===== src/rtl/rdReqSchedPkg.sv =====
package rdReqSchedPkg;
  typedef enum logic [1:0] {
    SLOT_FREE  = 2'd0,
    SLOT_BUSY  = 2'd1,
    SLOT_SPLIT = 2'd2,
    SLOT_READY = 2'd3
  } slotState_e;

  typedef struct packed {
    logic push;
    logic load;
  } dpStrobe_t;
endpackage


===== src/rtl/rdReqSchedData.sv =====
module rdReqSchedData
  import rdReqSchedPkg::*;
#(
  parameter int QDEPTH     = 4,
  parameter int TAG_W      = 5,
  parameter int ADDR_W     = 32,
  parameter int LEN_W      = 8,
  parameter int SLOT_BYTES = 128,
  localparam int QIDX = (QDEPTH > 1) ? $clog2(QDEPTH) : 1
) (
  input  logic              clk,
  input  logic              rstN,
  input  dpStrobe_t         strb,
  input  logic [QIDX-1:0]   pushIdx,
  input  logic [QIDX-1:0]   loadIdx,
  input  logic [TAG_W-1:0]  reqTag,
  input  logic [ADDR_W-1:0] reqAddr,
  input  logic [LEN_W-1:0]  reqLen,
  output logic [TAG_W-1:0]  issTag,
  output logic [ADDR_W-1:0] issAddr,
  output logic [LEN_W-1:0]  issLen
);
  localparam logic [LEN_W-1:0] MAX_LEN = LEN_W'(SLOT_BYTES);

  logic [TAG_W-1:0]  tagMem  [QDEPTH];
  logic [ADDR_W-1:0] addrMem [QDEPTH];
  logic [LEN_W-1:0]  lenMem  [QDEPTH];
  logic [LEN_W-1:0]  lenClip;

  assign lenClip = (reqLen > MAX_LEN) ? MAX_LEN : reqLen;

  always_ff @(posedge clk) begin
    if (strb.push) begin
      tagMem[pushIdx]  <= reqTag;
      addrMem[pushIdx] <= reqAddr;
      lenMem[pushIdx]  <= lenClip;
    end
  end

  always_ff @(posedge clk) begin
    if (!rstN) begin
      issTag  <= '0;
      issAddr <= '0;
      issLen  <= '0;
    end else if (strb.load) begin
      issTag  <= tagMem[loadIdx];
      issAddr <= addrMem[loadIdx];
      issLen  <= lenMem[loadIdx];
    end
  end

  // an issued length never exceeds one completion slot
  p_len_clip_r9: assert property (@(posedge clk) disable iff (!rstN)
    issLen <= MAX_LEN);
endmodule


===== src/rtl/rdReqSchedCtrl.sv =====
module rdReqSchedCtrl
  import rdReqSchedPkg::*;
#(
  parameter int QDEPTH = 4,
  parameter int NSLOT  = 4,
  localparam int QIDX = (QDEPTH > 1) ? $clog2(QDEPTH) : 1,
  localparam int SIDX = (NSLOT > 1) ? $clog2(NSLOT) : 1
) (
  input  logic            clk,
  input  logic            rstN,
  input  logic            reqValid,
  input  logic            issAccept,
  input  logic            rspValid,
  input  logic            rspSplit,
  input  logic            cmplValid,
  input  logic [SIDX-1:0] cmplSlot,
  input  logic            freeValid,
  input  logic [SIDX-1:0] freeSlot,
  output dpStrobe_t       strb,
  output logic [QIDX-1:0] pushIdx,
  output logic [QIDX-1:0] loadIdx,
  output logic            issValid,
  output logic [SIDX-1:0] issSlot,
  output logic            creditRet
);
  logic [QDEPTH-1:0] entValid, entNext;
  logic [QIDX-1:0]   rrPtr;
  slotState_e        slotSt   [NSLOT];
  slotState_e        slotNext [NSLOT];
  logic              issValidQ, waitRsp, creditQ;
  logic [SIDX-1:0]   issSlotQ;

  logic              pickFound, slotFound, canPick;
  logic [QIDX-1:0]   pickEnt, freeEnt;
  logic [SIDX-1:0]   freeSlotIdx;

  // lowest empty pool entry
  always_comb begin
    freeEnt = '0;
    for (int i = QDEPTH - 1; i >= 0; i--)
      if (!entValid[i]) freeEnt = QIDX'(i);
  end

  // lowest free completion slot
  always_comb begin
    slotFound   = 1'b0;
    freeSlotIdx = '0;
    for (int s = NSLOT - 1; s >= 0; s--)
      if (slotSt[s] == SLOT_FREE) begin
        slotFound   = 1'b1;
        freeSlotIdx = SIDX'(s);
      end
  end

  // rotating search starting one past the last issued entry
  always_comb begin
    int j;
    pickFound = 1'b0;
    pickEnt   = '0;
    for (int k = 1; k <= QDEPTH; k++) begin
      j = int'(rrPtr) + k;
      if (j >= QDEPTH) j = j - QDEPTH;
      if (!pickFound && entValid[j]) begin
        pickFound = 1'b1;
        pickEnt   = QIDX'(j);
      end
    end
  end

  assign canPick = !issValidQ && !waitRsp && pickFound && slotFound;

  always_comb begin
    entNext = entValid;
    if (canPick)  entNext[pickEnt] = 1'b0;
    if (reqValid) entNext[freeEnt] = 1'b1;
  end

  always_comb begin
    for (int s = 0; s < NSLOT; s++) begin
      slotNext[s] = slotSt[s];
      if (canPick && freeSlotIdx == SIDX'(s))
        slotNext[s] = SLOT_BUSY;
      if (waitRsp && rspValid && issSlotQ == SIDX'(s) && slotSt[s] == SLOT_BUSY)
        slotNext[s] = rspSplit ? SLOT_SPLIT : SLOT_READY;
      if (cmplValid && cmplSlot == SIDX'(s) && slotSt[s] == SLOT_SPLIT)
        slotNext[s] = SLOT_READY;
      if (freeValid && freeSlot == SIDX'(s) && slotSt[s] == SLOT_READY)
        slotNext[s] = SLOT_FREE;
    end
  end

  always_ff @(posedge clk) begin
    if (!rstN) begin
      entValid  <= '0;
      rrPtr     <= QIDX'(QDEPTH - 1);
      issValidQ <= 1'b0;
      issSlotQ  <= '0;
      waitRsp   <= 1'b0;
      creditQ   <= 1'b0;
      for (int s = 0; s < NSLOT; s++) slotSt[s] <= SLOT_FREE;
    end else begin
      entValid <= entNext;
      creditQ  <= canPick;
      for (int s = 0; s < NSLOT; s++) slotSt[s] <= slotNext[s];
      if (canPick) begin
        issValidQ <= 1'b1;
        issSlotQ  <= freeSlotIdx;
        rrPtr     <= pickEnt;
      end else if (issValidQ && issAccept) begin
        issValidQ <= 1'b0;
        waitRsp   <= 1'b1;
      end else if (waitRsp && rspValid) begin
        waitRsp <= 1'b0;
      end
    end
  end

  assign strb.push = reqValid;
  assign strb.load = canPick;
  assign pushIdx   = freeEnt;
  assign loadIdx   = pickEnt;
  assign issValid  = issValidQ;
  assign issSlot   = issSlotQ;
  assign creditRet = creditQ;

  // credits keep the sender off a full pool
  p_no_overflow_r2: assert property (@(posedge clk) disable iff (!rstN)
    reqValid |-> !(&entValid));

  // an offered read holds until taken
  p_hold_offer_r6: assert property (@(posedge clk) disable iff (!rstN)
    issValidQ && !issAccept |=> issValidQ && $stable(issSlotQ));

  // nothing is offered while a bus transaction is open
  p_single_bus_r6: assert property (@(posedge clk) disable iff (!rstN)
    waitRsp |-> !issValidQ);

  // a newly offered read owns a reserved slot
  p_slot_reserved_r4: assert property (@(posedge clk) disable iff (!rstN)
    $rose(issValidQ) |-> slotSt[issSlotQ] == SLOT_BUSY);

  // a release naming a free slot leaves it free unless it is picked
  p_stray_free_r8: assert property (@(posedge clk) disable iff (!rstN)
    freeValid && slotSt[freeSlot] == SLOT_FREE && !canPick
      |=> slotSt[$past(freeSlot)] == SLOT_FREE);

  for (genvar g = 0; g < NSLOT; g++) begin : g_splitChk
    // a split-waiting slot leaves that state only through its completion
    p_split_hold_r7: assert property (@(posedge clk) disable iff (!rstN)
      slotSt[g] == SLOT_SPLIT && !(cmplValid && cmplSlot == SIDX'(g))
        |=> slotSt[g] == SLOT_SPLIT);
  end
endmodule


===== src/rtl/rdReqSched.sv =====
module rdReqSched
  import rdReqSchedPkg::*;
#(
  parameter int QDEPTH     = 4,
  parameter int NSLOT      = 4,
  parameter int TAG_W      = 5,
  parameter int ADDR_W     = 32,
  parameter int LEN_W      = 8,
  parameter int SLOT_BYTES = 128,
  localparam int QIDX = (QDEPTH > 1) ? $clog2(QDEPTH) : 1,
  localparam int SIDX = (NSLOT > 1) ? $clog2(NSLOT) : 1
) (
  input  logic              clk,
  input  logic              rstN,
  input  logic              reqValid,
  input  logic [TAG_W-1:0]  reqTag,
  input  logic [ADDR_W-1:0] reqAddr,
  input  logic [LEN_W-1:0]  reqLen,
  output logic              creditRet,
  output logic              issValid,
  input  logic              issAccept,
  output logic [TAG_W-1:0]  issTag,
  output logic [ADDR_W-1:0] issAddr,
  output logic [LEN_W-1:0]  issLen,
  output logic [SIDX-1:0]   issSlot,
  input  logic              rspValid,
  input  logic              rspSplit,
  input  logic              cmplValid,
  input  logic [SIDX-1:0]   cmplSlot,
  input  logic              freeValid,
  input  logic [SIDX-1:0]   freeSlot
);
  dpStrobe_t       strb;
  logic [QIDX-1:0] pushIdx, loadIdx;

  rdReqSchedCtrl #(.QDEPTH(QDEPTH), .NSLOT(NSLOT)) i_ctrl (
    .clk(clk), .rstN(rstN), .reqValid(reqValid), .issAccept(issAccept),
    .rspValid(rspValid), .rspSplit(rspSplit), .cmplValid(cmplValid),
    .cmplSlot(cmplSlot), .freeValid(freeValid), .freeSlot(freeSlot),
    .strb(strb), .pushIdx(pushIdx), .loadIdx(loadIdx),
    .issValid(issValid), .issSlot(issSlot), .creditRet(creditRet)
  );

  rdReqSchedData #(
    .QDEPTH(QDEPTH), .TAG_W(TAG_W), .ADDR_W(ADDR_W),
    .LEN_W(LEN_W), .SLOT_BYTES(SLOT_BYTES)
  ) i_data (
    .clk(clk), .rstN(rstN), .strb(strb), .pushIdx(pushIdx), .loadIdx(loadIdx),
    .reqTag(reqTag), .reqAddr(reqAddr), .reqLen(reqLen),
    .issTag(issTag), .issAddr(issAddr), .issLen(issLen)
  );
endmodule


===== config.mk =====
export PLATFORM = sky130hd
export DESIGN_NAME = rdReqSched
export DESIGN_NICKNAME = d
export VERILOG_FILES = /design/src/rtl/rdReqSchedPkg.sv /design/src/rtl/rdReqSchedData.sv /design/src/rtl/rdReqSchedCtrl.sv /design/src/rtl/rdReqSched.sv
export SDC_FILE = /design/constraint.sdc
export NUM_CORES = 1
export LEC_CHECK = 0
export BUFFER_PORTS_ARGS = -buffer_cell sky130_fd_sc_hd__buf_2
export CORE_MARGIN = 5
export CORE_UTILIZATION = 52
export CTS_CLUSTER_DIAMETER = 80
export DETAILED_ROUTE_END_ITERATION = 12
export HOLD_SLACK_MARGIN = 0.05
export PLACE_DENSITY = 0.75
export SLEW_MARGIN = 20
export SYNTH_ARGS = -nofsm -noshare
export SYNTH_HDL_FRONTEND = slang
export SYNTH_SLANG_ARGS = --single-unit

===== constraint.sdc =====
create_clock -name clk -period 4.81 [get_ports clk]
set_clock_uncertainty 0.05 [all_clocks]
set_input_delay 0.481 -clock clk [delete_from_list [all_inputs] [get_ports clk]]
set_output_delay 0.481 -clock clk [all_outputs]
set_load 0.05 [all_outputs]

; Word-level counts from Yosys, hierarchy flattened
; Memories as Yosys holds them, arrays and structs flattened. A register that Yosys moved wholly into a read port is not among the register bits.
; Cells that the tools add are included.
[totals]
ff_bits = 11
mem_bits_rw = 188
in_bits = 57
output_inout_bits = 49
elab_cells = 192
n_memories = 4
[classes]
add_sub_neg = 8
n_lt_le_gt_ge = 13
n_eq_ne = 24
mux = 72
bitwise = 8
reduce_logical = 57
[memory_table]
columns = name, depth, width, rd, rd_ports_with_merged_regs, write_ports, line
row1 = i_data.addrMem, 4, 32, 1, 1, 1, rdReqSchedData.sv:26  ; logic [ADDR_W-1:0] addrMem [QDEPTH];
row2 = i_data.lenMem, 4, 8, 1, 1, 1, rdReqSchedData.sv:27  ; logic [LEN_W-1:0] lenMem [QDEPTH];
row3 = i_data.tagMem, 4, 5, 1, 1, 1, rdReqSchedData.sv:25  ; logic [TAG_W-1:0] tagMem [QDEPTH];
row4 = i_ctrl.slotSt, 4, 2, 4, 0, 4, rdReqSchedCtrl.sv:28  ; slotState_e slotSt [NSLOT];
[op_table]
columns = cell, n
row1 = "32-bit by 4-bit greater-or-equal comparator with 1-bit output, second input constant", 4
row2 = "32-bit by 4-bit < comparator with 1-bit output, second input constant", 4
row3 = 32-bit 2-to-1 mux, 4
row4 = "32-bit by 4-bit subtractor with 32-bit output, second input constant", 4
row5 = 2-bit 2-to-1 mux, 32
row6 = 1-bit logical AND, 38
row7 = "2-bit equality test, second input constant", 16
row8 = 1-bit 2-to-1 mux, 27
row9 = "2-bit by 1-bit equality test with 1-bit output, second input constant", 8
row10 = 2-bit zero test, 8
row11 = 1-bit binary-select mux with 2-bit select, 4
row12 = "8-bit greater-than comparator, second input constant", 1
row13 = 1-bit zero test, 8
row14 = 4-bit 2-to-1 mux, 2
row15 = 8-bit 2-to-1 mux, 1
row16 = "2-bit by 2-bit adder with 3-bit output, second input constant", 2
row17 = "2-bit by 3-bit < comparator with 1-bit output, second input constant", 2
row18 = "2-bit by 3-bit adder with 4-bit output, second input constant", 1
row19 = 4-bit bitwise AND, 1
row20 = 1-bit demux with 2-bit select, 2
row21 = "2-bit by 1-bit greater-or-equal comparator with 1-bit output, second input constant", 2
row22 = 4-bit inverter, 1
row23 = 1-bit bitwise OR, 4
row24 = 4-bit bitwise OR, 1
row25 = 4 further kinds, 5

; Logic depth before layout (Yosys ltp)
[logic_depth]
word_depth = 25
mapped_depth = 8
depth_no_buf = 5

; Modules after synthesis
; A second synthesis with hierarchy kept.
[unflattened]
cells_unflattened = 578
hier_area_um2 = 9369.0
[modules_own_cells]
columns = mod, instances, cells_per_inst, area_each_um2, seq_area_each_um2
row1 = rdReqSchedData, 1, 448, 8281.7, 6306.0
row2 = rdReqSchedCtrl, 1, 130, 1087.3, 380.4

; Worst setup path before layout
; Ideal clock, no wire load.
[synth_path]
path_type = register to register
start = register i_ctrl.entValid[0]
end = memory i_data.addrMem[3][0] (enable)
setup_ns = 0.515
arrival_time_ns = 4.102
t_required_ns = 4.245
path_slack_ns = 0.143
path_stages_with_launch = 4
n_path_buf = 1
synth_period_minus_slack_ns = 4.667
cell_sequence = dfxtp_1 -> clkbuf_1 -> nand3_1 -> nor3b_1
[synth_via]
elab_chain_cells = 1
[synth_lines]
columns = item, line
row1 = from (decl), rdReqSchedCtrl.sv:26  ; logic [QDEPTH-1:0] entValid, entNext;
row2 = from (signal assigned), rdReqSchedCtrl.sv:102  ; entValid <= entNext;
row3 = 2-bit 2-to-1 mux, rdReqSchedCtrl.sv:41  ; if (!entValid[i]) freeEnt = QIDX'(i);
row4 = to (decl), rdReqSchedData.sv:26
; Every way passes these cells.

; Worst setup path in the final report
[layout_path]
start = register i_ctrl.entValid[3]
end = register i_ctrl.entValid[0]
[layout_via]
elab_chain_cells = 22
word_cells_on_any_way = 47
cone_classes = order compare: 4 / mux: 30 / bitwise: 3 / reduce/logical: 10
[layout_lines]
columns = item, line
row1 = 1-bit binary-select mux with 2-bit select, rdReqSchedCtrl.sv:63  ; if (!pickFound && entValid[j]) begin
row2 = 1-bit 2-to-1 mux (not written as such) (2 in a row), rdReqSchedCtrl.sv:63
row3 = 1-bit 2-to-1 mux, rdReqSchedCtrl.sv:63
row4 = 1-bit zero test, rdReqSchedCtrl.sv:63
row5 = 1-bit logical AND, rdReqSchedCtrl.sv:63
row6 = 1-bit 2-to-1 mux, rdReqSchedCtrl.sv:63
row7 = 1-bit zero test, rdReqSchedCtrl.sv:63
row8 = 1-bit logical AND, rdReqSchedCtrl.sv:63
row9 = [... 5 more ...], n/a
row10 = 1-bit logical AND (not written as such), rdReqSchedCtrl.sv:74  ; if (canPick) entNext[pickEnt] = 1'b0;
row11 = 1-bit 2-to-1 mux (not written as such), rdReqSchedCtrl.sv:74
row12 = 1-bit demux with 2-bit select, n/a
row13 = 4-bit inverter (no line), n/a
row14 = 4-bit bitwise AND (no line), n/a
row15 = 4-bit 2-to-1 mux, rdReqSchedCtrl.sv:74
row16 = 4-bit bitwise OR (no line), n/a
row17 = 4-bit 2-to-1 mux (*), rdReqSchedCtrl.sv:75  ; if (reqValid) entNext[freeEnt] = 1'b1;
; Every way passes the cells marked *; elsewhere a longest branch is shown, timed or not. The select of a mux whose other input is x is not followed.
; A chain may end at the register's enable or synchronous reset.

==> impl_metrics.ini <==
[status]
status = finished, final reports clean

[floorplan]
io-pin-count = 106
num_rows = 49
die_h_um = 144
dieArea_mm2 = 0.0207
design.core.area_mm2 = 0.0178
die_x_um = 144
start_util_pct = 52.3

[cts]
root_buffer = clkbuf_16
clkSinkCount = 244
clk_latency_ps = 520
cts_hold_buf = 0
htree_levels = 1
cts_setup_buffers = 0
cts_tree = yes
cts_made_buffers = 26
clkSlewWorstSetupHoldPaths_ps = 60
ctsResizeCount = 0
cts_buffer_depth = 3

[pwr]
p_per_area_mw_per_mm2 = 453
vdd_drop_max_mv = 0.293
pwr-share-clk_pct = 37.9
pwr-share-seq_pct = 49.7
p_leak_nw = 3.70
power.total_w = 0.00493
internal_power_w = 0.00363
swShare_pct = 26.2
switchingPower_w = 0.00129
p_comb_share_pct = 12.4

[final_layout]
drive_above_1_share_pct = 25.6
fill_cells = 1324
antenna_cells = 0
syn2layout_area_growth_pct = 16.7
final_nets = 841

[place]
gp_congestion = 0.888
io_buffer_count = 105
dp_hpwl_um = 11900

[synth]
netlist_area_mm2 = 0.00933
ys_warn_count = 0
seq_area_frac_synth_pct = 71.6
synth_cell_types = 48
syn_nets = 742
syn_area_per_cell_um2 = 13.6
synth_edf_count = 180
synth_seq_cells = 244
async_flop_share_pct = 0
syn_inst = 685
synth_ff_type = edfxtp_1

[worst_setup_path]
r2r_slack_ps = 2210
critical_path_required_ps = 5160
critPathLaunch = i_ctrl.entValid[3]
worstSetupStartpointType = register
r2r-start = i_ctrl.entValid[3]
slowest_delay_ps = 590
path_max_fanout = 27
cp_slowest_cell = dfxtp_1
path_cells = nor2_2 > a211o_1 > nor2_4 > buf_4 > a21boi_0 > o21a_1
path_class = reg -> reg
cp-end-kind = register
cp.arrival_ps = 2950
r2r_cells = 6

[timing]
rsz0062_at_grt = no
slew_violations = 0
slew_headroom_pct = 30.3
min_period_over_period_pct = 54.0
setup-tns-final_ps = 0
worstMarginPinSlew_ps = 1050
finalSetupViolCount = 0
clock.fmax_mhz = 385
whs_ps = 123
layout_min_cycle_time_ps = 2600
hold_violations = 0

[detailed_routing]
finalWirelength_um = 20600
viasPerCell = 5.82
drt_iter0_markers = 485
ant_nets = 0
drt_first_pass_iters = 4
num_vias = 6016
drc = 0
wl_per_cell_um = 20.0

[global_routing]
gr-usage-all-layers_pct = 19.9
antenna_found_initial = 1
grt_pass1_wl_um = 32500
grt_max_degree = 56
grt-ovfl-total = 0
grt_pass1_vias = 6220

[min_path]
holdCritPathClass = in -> reg
holdPathStages = 1
holdCritStartpoint = reqTag[3]

[job]
cap_violations = 0
[routing by layer]
layer,track usage [%],vias to the layer above,wire [um]
met2,34.6,211,10500
met5,0,-,7
met4,6.34,2,431
li1,-,2801,-
met1,25.8,2959,8440
met3,3.08,43,1300
[cells by family after synthesis]
family                 count (synthesis)  synth area share [%]
flip-flops                           244                  71.6
AO/OA/AOI/OAI                        184                  12.9
AND/OR/NAND/NOR                      168                  8.06
buffers and inverters                 47                  2.39
multiplexers                          42                  5.07
[layout make-up]
| cell class | count | area (um^2) | share of cell area (%) |
|---|---|---|---|
| Sequential cell | 244 | 6690 | 61.4 |
| Clock inverter | 14 | 109 | 1.00 |
| Inverter | 3 | 11.3 | 0.103 |
| Clock buffer | 34 | 711 | 6.53 |
| Timing Repair Buffer | 115 | 601 | 5.52 |
| Multi-Input combinational cell | 394 | 2480 | 22.8 |
| Tap cell | 229 | 287 | 2.63 |
[through the flow]
stage | instance area [um^2] | utilization, % | setup slack, ps | std cells
floorplan | 9330 | - | 143 | 685
global placement | 10100 | 56.4 | 2270 | 985
detailed placement | 10100 | 56.4 | 2220 | 985
CTS | 10900 | 61.0 | 2200 | 1033
global route | 10900 | 61.0 | 2060 | 1033
finish | 10900 | 61.0 | 2210 | 1033
[path summary, 6_finish.rpt]
path | end
max | i_ctrl.entValid[0]
min | i_data.tagMem[0][3]
max reg2reg | i_ctrl.entValid[0]
min reg2reg | i_ctrl.waitRsp
[registers in the layout, indices dropped and copies added, names as in the netlist]
signal,cells
i_data.tagMem,20
i_data.addrMem,128
i_data.issTag,5
i_ctrl.entValid,4
i_data.issLen,8
i_ctrl.waitRsp,1
i_ctrl.slotSt,8
i_ctrl.issSlot,2
i_data.lenMem,32
i_ctrl.rrPtr,2
i_data.issAddr,32
i_ctrl.issValid,1
i_ctrl.creditRet,1
[synthesized netlist by cell type (all sizes together), types with 3 or more instances]
library cell | n | area, um^2
nand3 | 4 | 20.0
a221oi | 43 | 377
nand2b | 5 | 33.8
dfxtp | 64 | 1280
buf | 20 | 121
mux2 | 42 | 473
nor3 | 6 | 30.0
nor4bb | 3 | 30.0
edfxtp | 180 | 5410
nor2b | 7 | 43.8
a21bo | 3 | 30.0
nand2 | 107 | 402
a211oi | 4 | 35.0
o211a | 3 | 30.0
clkbuf | 24 | 90.1
a21oi | 59 | 295
o21ai | 53 | 265
o22ai | 3 | 18.8
nand3b | 6 | 45.0
o21a | 3 | 22.5
nor2 | 20 | 77.6
[power groups by stage]
stage,Sequential [W],Combinational [W],Clock (W)
after floorplan,0.00268,0.000223,0
after global placement,0.00248,0.000602,0
after detailed placement,0.00249,0.000614,0
after CTS,0.00245,0.000617,0.00190
after global routing,0.00246,0.000654,0.00199
final,0.00245,0.000613,0.00187
[critical path, delay by kind of cell, from the launching register on]
family	cells	cell delay (ps)
buffers and inverters	1	410
DFF	1	590
and+or+nand+nor	2	680
AOI/OAI and AO/OA	3	750
[cell usage in the layout, fill, tap and decap left out, drive strengths merged, types with 3 or more instances in the layout]
| cell type | count |
|---|---|
| nor4bb | 3 |
| nand2 | 107 |
| clkinv | 13 |
| a21oi | 59 |
| buf | 115 |
| inv | 3 |
| nand3b | 6 |
| nand3 | 4 |
| a21bo | 3 |
| a211oi | 4 |
| o211a | 3 |
| nand2b | 5 |
| nor2 | 20 |
| mux2 | 42 |
| edfxtp | 180 |
| dfxtp | 64 |
| a221oi | 43 |
| clkbuf | 34 |
| nor3 | 6 |
| o22ai | 3 |
| o21a | 3 |
| nor2b | 7 |
| o21ai | 53 |
Power figures use the tool's default switching activity.
